`config.mk`:
```
export PLATFORM = sky130hd
export DESIGN_NAME = vit_top
export DESIGN_NICKNAME = d
export VERILOG_FILES = /design/src/rtl/vit_pkg.sv /design/src/rtl/vit_store.sv /design/src/rtl/vit_pick.sv /design/src/rtl/vit_hold.sv /design/src/rtl/vit_top.sv
export SDC_FILE = /design/constraint.sdc
export NUM_CORES = 1
export LEC_CHECK = 0
export BUFFER_PORTS_ARGS = -buffer_cell sky130_fd_sc_hd__buf_4
export CAP_MARGIN = 20
export CORE_UTILIZATION = 65
export DETAILED_ROUTE_END_ITERATION = 7
export PLACE_DENSITY = 0.93
export SLEW_MARGIN = 20
export SYNTH_ARGS = -nofsm -noshare
export SYNTH_HDL_FRONTEND = slang
export SYNTH_SLANG_ARGS = --single-unit
```
`constraint.sdc`:
```
create_clock -name clk_i -period 3.4 [get_ports clk_i]
set_input_delay 0.68 -clock clk_i [delete_from_list [all_inputs] [get_ports clk_i]]
set_output_delay 0.68 -clock clk_i [all_outputs]
set_load 0.02 [all_outputs]
```
`src/rtl/vit_pkg.sv`:
```
package vit_pkg;
  typedef enum logic {
    ST_IDLE,
    ST_HOLD
  } hold_st_e;

  localparam int RSV_LO = 11;
  localparam int RSV_HI = 15;

  // entry may be written: not reserved and within populated external range
  function automatic bit entry_writable(int idx, int ext_src);
    return ((idx < RSV_LO) || (idx > RSV_HI)) && (idx <= RSV_HI + ext_src);
  endfunction
endpackage

```
`src/rtl/vit_store.sv`:
```
module vit_store
  import vit_pkg::*;
#(
  parameter int NUM_SRC = 32,
  parameter int IDX_W   = 5,
  parameter int DATA_W  = 32,
  parameter int VEC_W   = 16,
  parameter int EXT_SRC = 8,
  parameter bit FAST_EN = 1'b1
) (
  input  logic              clk_i,
  input  logic              rst_ni,
  input  logic              wr_en_i,
  input  logic [IDX_W-1:0]  wr_idx_i,
  input  logic [DATA_W-1:0] wr_data_i,
  input  logic [IDX_W-1:0]  rd_idx_i,
  output logic [DATA_W-1:0] vec_o
);
  logic [DATA_W-1:0] tbl [NUM_SRC];

  if (FAST_EN) begin : g_fast
    for (genvar i = 0; i < NUM_SRC; i++) begin : g_ent
      if (entry_writable(i, EXT_SRC)) begin : g_rw
        logic [VEC_W-1:2] keep_q;
        always_ff @(posedge clk_i or negedge rst_ni) begin
          if (!rst_ni) keep_q <= '0;
          else if (wr_en_i && (wr_idx_i == IDX_W'(i))) keep_q <= wr_data_i[VEC_W-1:2];
        end
        always_comb begin
          tbl[i] = '0;
          tbl[i][VEC_W-1:2] = keep_q;
        end
      end else begin : g_ro
        assign tbl[i] = '0;
      end
    end
    logic unused_wr;
    assign unused_wr = ^wr_data_i;
    assign vec_o = tbl[rd_idx_i];
  end else begin : g_slow
    for (genvar i = 0; i < NUM_SRC; i++) begin : g_ent
      assign tbl[i] = '0;
    end
    logic unused_in;
    assign unused_in = ^{clk_i, rst_ni, wr_en_i, wr_idx_i, wr_data_i, rd_idx_i, tbl[0]};
    assign vec_o = '0;
  end
endmodule

```
`src/rtl/vit_pick.sv`:
```
module vit_pick #(
  parameter int NUM_SRC = 32,
  parameter int IDX_W   = 5
) (
  input  logic               clk_i,
  input  logic               rst_ni,
  input  logic [NUM_SRC-1:0] pend_i,
  output logic               any_o,
  output logic [IDX_W-1:0]   idx_o
);
  always_comb begin
    any_o = 1'b0;
    idx_o = '0;
    for (int i = NUM_SRC - 1; i >= 0; i--) begin
      if (pend_i[i]) begin
        any_o = 1'b1;
        idx_o = IDX_W'(i);
      end
    end
  end


  pick_is_pending_chk: assert property (@(posedge clk_i) disable iff (!rst_ni)
    any_o |-> pend_i[idx_o]);

  pick_is_lowest_chk: assert property (@(posedge clk_i) disable iff (!rst_ni)
    any_o |-> ((pend_i & ((NUM_SRC'(1) << idx_o) - NUM_SRC'(1))) == '0));
endmodule

```
`src/rtl/vit_hold.sv`:
```
module vit_hold
  import vit_pkg::*;
#(
  parameter int DATA_W = 32
) (
  input  logic              clk_i,
  input  logic              rst_ni,
  input  logic              any_i,
  input  logic [DATA_W-1:0] vec_i,
  input  logic              ack_i,
  output logic              irq_o,
  output logic [DATA_W-1:0] addr_o
);
  hold_st_e          st_q;
  logic [DATA_W-1:0] addr_q;

  always_ff @(posedge clk_i or negedge rst_ni) begin
    if (!rst_ni) begin
      st_q   <= ST_IDLE;
      addr_q <= '0;
    end else begin
      unique case (st_q)
        ST_IDLE: if (any_i) begin
          st_q   <= ST_HOLD;
          addr_q <= vec_i;
        end
        ST_HOLD: if (ack_i) st_q <= ST_IDLE;
        default: st_q <= ST_IDLE;
      endcase
    end
  end

  assign irq_o  = (st_q == ST_HOLD);
  assign addr_o = addr_q;


  hold_stable_chk: assert property (@(posedge clk_i) disable iff (!rst_ni)
    (irq_o && !ack_i) |=> (irq_o && $stable(addr_o)));

  ack_drop_chk: assert property (@(posedge clk_i) disable iff (!rst_ni)
    (irq_o && ack_i) |=> !irq_o);

  raise_cause_chk: assert property (@(posedge clk_i) disable iff (!rst_ni)
    $rose(irq_o) |-> $past(any_i));
endmodule

```
`src/rtl/vit_top.sv`:
```
module vit_top #(
  parameter int NUM_SRC = 32,
  parameter int DATA_W  = 32,
  parameter int VEC_W   = 16,
  parameter int EXT_SRC = 8,
  parameter bit FAST_EN = 1'b1,
  localparam int IDX_W  = $clog2(NUM_SRC)
) (
  input  logic               clk_i,
  input  logic               rst_ni,
  input  logic               wr_en_i,
  input  logic [IDX_W-1:0]   wr_idx_i,
  input  logic [DATA_W-1:0]  wr_data_i,
  input  logic [NUM_SRC-1:0] pend_i,
  input  logic               irq_ack_i,
  output logic               irq_o,
  output logic [DATA_W-1:0]  irq_addr_o
);
  logic              any;
  logic [IDX_W-1:0]  idx;
  logic [DATA_W-1:0] vec;

  vit_store #(
    .NUM_SRC(NUM_SRC), .IDX_W(IDX_W), .DATA_W(DATA_W),
    .VEC_W(VEC_W), .EXT_SRC(EXT_SRC), .FAST_EN(FAST_EN)
  ) store_i (
    .clk_i(clk_i), .rst_ni(rst_ni), .wr_en_i(wr_en_i), .wr_idx_i(wr_idx_i),
    .wr_data_i(wr_data_i), .rd_idx_i(idx), .vec_o(vec)
  );

  vit_pick #(.NUM_SRC(NUM_SRC), .IDX_W(IDX_W)) pick_i (
    .clk_i(clk_i), .rst_ni(rst_ni), .pend_i(pend_i), .any_o(any), .idx_o(idx)
  );

  vit_hold #(.DATA_W(DATA_W)) hold_i (
    .clk_i(clk_i), .rst_ni(rst_ni), .any_i(any), .vec_i(vec), .ack_i(irq_ack_i),
    .irq_o(irq_o), .addr_o(irq_addr_o)
  );


  addr_low_zero_chk: assert property (@(posedge clk_i) disable iff (!rst_ni)
    irq_addr_o[1:0] == 2'b00);

  addr_high_zero_chk: assert property (@(posedge clk_i) disable iff (!rst_ni)
    (irq_addr_o >> VEC_W) == '0);

  slow_addr_zero_chk: assert property (@(posedge clk_i) disable iff (!rst_ni)
    !FAST_EN |-> (irq_addr_o == '0));
endmodule

```
==> impl_metrics.py <==
metrics = {
    "finish": {
        "fin_nets": 1218,
        "area_growth_pct": 13.4,
        "multi_input_area_mm2": 0.00612,
        "seqCellArea_mm2": 0.00703,
        "antennaDiodeCount": 0,
        "fin_util": 0.759,
        "final_common_cell": "dfrtp_1",
        "mostFrequentLayoutCells": "dfrtp_1, mux2_2, buf_4, nand2_1, nor2_1",
        "drive_gt1_frac": 0.388,
        "nFillCells": 1187,
    },
    "clock_network": {
        "clk_latency_ns": 0.55,
        "cts_resized": 0,
        "clkTransAtPathRegs_ns": 0.06,
        "htree_levels": 1,
        "cts_buffers": 28,
        "cts_root_buf": "clkbuf_16",
        "clockBufferDepth": 3,
        "ctsHoldBuffers": 0,
        "cts_tree": "yes",
        "cts_setup_buffers": 0,
        "cts.sinks": 281,
    },
    "synth": {
        "ys_ff_latch": 281,
        "synth_ff_type": "dfrtp_1",
        "synth_cell_types": 57,
        "yosys_warnings": 0,
        "syn_avg_cell_area_um2": 12.3,
        "async_flop_share": 1.00,
        "syn_inst": 1106,
        "syn-cell-area_mm2": 0.0136,
        "ys_seq_area_frac": 0.516,
        "synth_edf_count": 0,
    },
    "timing": {
        "setup_viol": 0,
        "min_period_ns": 2.86,
        "slew_headroom": 0.373,
        "finClkSkew_ns": 0.0130,
        "finalCritPeriodShare": 0.842,
        "setup_tns_ns": 0,
        "timing.fmax_mhz": 349,
        "rsz0062_at_grt": "no",
        "hold_viol": 0,
        "worstMarginPinSlew_ns": 0.939,
        "maxSlewViolCount": 0,
    },
    "setup_path": {
        "critPathLaunch": "pend_i[26]",
        "critPathArrivalTime_ns": 3.32,
        "cp_max_fo": 14,
        "reg2reg_depth": 6,
        "path_class": "primary input to register",
        "worst_r2r_endpoint": "hold_i.addr_o[13]$_DFFE_PN0P_",
        "r2r_slack_ns": 1.60,
        "worstReg2RegStart": "hold_i.irq_o$_DFF_PN0_",
        "cp-start-kind": "primary input",
        "cp-endpoint": "hold_i.addr_o[14]$_DFFE_PN0P_",
        "endpoint_kind": "register",
        "required_ns": 3.86,
    },
    "floorplanning": {
        "dieArea_mm2": 0.0216,
        "rows": 52,
        "io_pins": 106,
        "core_area_mm2": 0.0204,
        "start_util": 0.669,
        "die_y_um": 147,
        "die_w_um": 147,
    },
    "drt": {
        "num_vias": 9944,
        "firstDrtPassIters": 7,
        "drt.antenna.violating_nets": 0,
        "dr.first_iter.drc_count": 837,
        "viasPerCell": 6.92,
        "wl_per_cell_um": 25.2,
        "route.detailed.drc": 0,
        "wl_um": 36200,
    },
    "run": {
        "drv_cap": 0,
    },
    "place": {
        "hpwlAfterDp_um": 21200,
        "port_buffers": 69,
        "globalplace.congestion": 0.906,
    },
    "global_route": {
        "grt_first_pass_wirelength_um": 57000,
        "grt_pass1_vias": 10415,
        "gr-usage-all-layers": 0.342,
        "overflow": 0,
        "grt_max_degree": 91,
        "antenna_found_initial": 0,
    },
    "power": {
        "power_density_mw_per_mm2": 655,
        "peakVddDrop_uv": 761,
        "total_leakage_power_nw": 6.98,
    },
    "hold_path": {
        "min_path_type": "primary input to async pin",
    },
    "status": {
        "outcome": "finished clean",
    },
}
[metal layers]
layer | up-vias | track usage | wire length (um) | part of all wire
met5 | - | 0 | 0 | 0
met4 | 0 | 0.171 | 1570 | 0.043
met3 | 129 | 0.0571 | 3000 | 0.083
met2 | 600 | 0.567 | 17800 | 0.49
met1 | 5049 | 0.439 | 13800 | 0.38
li1 | 4166 | - | - | -
[logic make-up after synthesis]
logic type      synth area share
simple gates              0.0755
mux                        0.253
buf+inv                   0.0434
other cells             0.000275
flops                      0.516
compound gates             0.112
[worst min-delay path by stage]
stage                                                         start                                                   end  slack (ns)  cells past startpoint
3_3_place_gp   store_i.g_fast.g_ent[10].g_rw.keep_q[15]$_DFFE_PN0P_  store_i.g_fast.g_ent[10].g_rw.keep_q[15]$_DFFE_PN0P_        0.48                      1
3_5_place_dp    store_i.g_fast.g_ent[1].g_rw.keep_q[14]$_DFFE_PN0P_   store_i.g_fast.g_ent[1].g_rw.keep_q[14]$_DFFE_PN0P_        0.49                      1
2_1_floorplan                                                rst_ni                         hold_i.addr_o[10]$_DFFE_PN0P_        0.38                      0
6_report                                                     rst_ni   store_i.g_fast.g_ent[23].g_rw.keep_q[9]$_DFFE_PN0P_        0.13                      1
5_1_grt                                                      rst_ni   store_i.g_fast.g_ent[18].g_rw.keep_q[9]$_DFFE_PN0P_        0.20                      1
4_1_cts                                                      rst_ni  store_i.g_fast.g_ent[18].g_rw.keep_q[10]$_DFFE_PN0P_        0.18                      1
[power by group]
group          internal [W]  leakage (nW)  switching (W)
combinational       0.00108          2.90        0.00114
sequential          0.00406          3.57       0.000476
clock               0.00205         0.513        0.00132
[flip-flops by register name, summed over array words and instances, names as in the netlist]
signal	count
store_i.g_fast.g_ent.g_rw.keep_q	266
hold_i.addr_o	14
hold_i.irq_o	1
[layout make-up]
type,count,area share
clock buffer,37,0.0520
clock inverter,15,0.0141
inverter,7,0.00170
multi-input combinational,723,0.396
sequential,281,0.455
tap,270,0.0218
timing repair buffer,104,0.0599
[through the flow]
step	std cells	total power [W]	hold slack (ns)	instance area (um^2)	setup slack [ns]
5_1_grt	1437	0.0105	0.204	15500	0.551
3_3_place_gp	1385	0.00653	0.481	14400	0.216
3_5_place_dp	1385	0.00669	0.490	14400	0.170
6_report	1437	0.0101	0.135	15500	0.539
2_1_floorplan	1123	0.00587	0.384	13700	0.621
4_1_cts	1437	0.0101	0.180	15500	0.616
[critical path: stages]
cell and delay [ns]:
buf_4 0.12, or4_1 0.53, o211a_1 0.25, o31ai_2 0.24
nand3_2 0.22, and2_1 0.48, a22oi_1 0.31, nand4_1 0.22
a32oi_1 0.27
[Yosys cell counts, types with 3 or more instances]
master	n	area [um^2]
a211o_1	13	114
a211oi_1	15	113
a221oi_1	42	368
a31oi_1	13	81.3
a32oi_1	14	123
buf_1	25	93.8
buf_2	20	100
buf_4	22	165
buf_6	5	56.3
clkbuf_1	40	150
dfrtp_1	281	7030
inv_1	7	26.3
mux2_2	280	3150
mux2i_1	29	290
nand2_1	70	263
nand2b_1	16	100
nand3_1	17	85.1
nor2_1	45	169
nor2b_1	5	31.3
nor3_1	5	25.0
nor3b_1	4	30.0
nor4_1	20	125
o2111a_1	14	158
o211a_1	3	30.0
o21a_1	15	113
o21ai_0	17	85.1
o21bai_1	3	22.5
o31ai_1	26	195
or3_1	4	25.0
No activity file was read; power rests on OpenSTA's default activity.
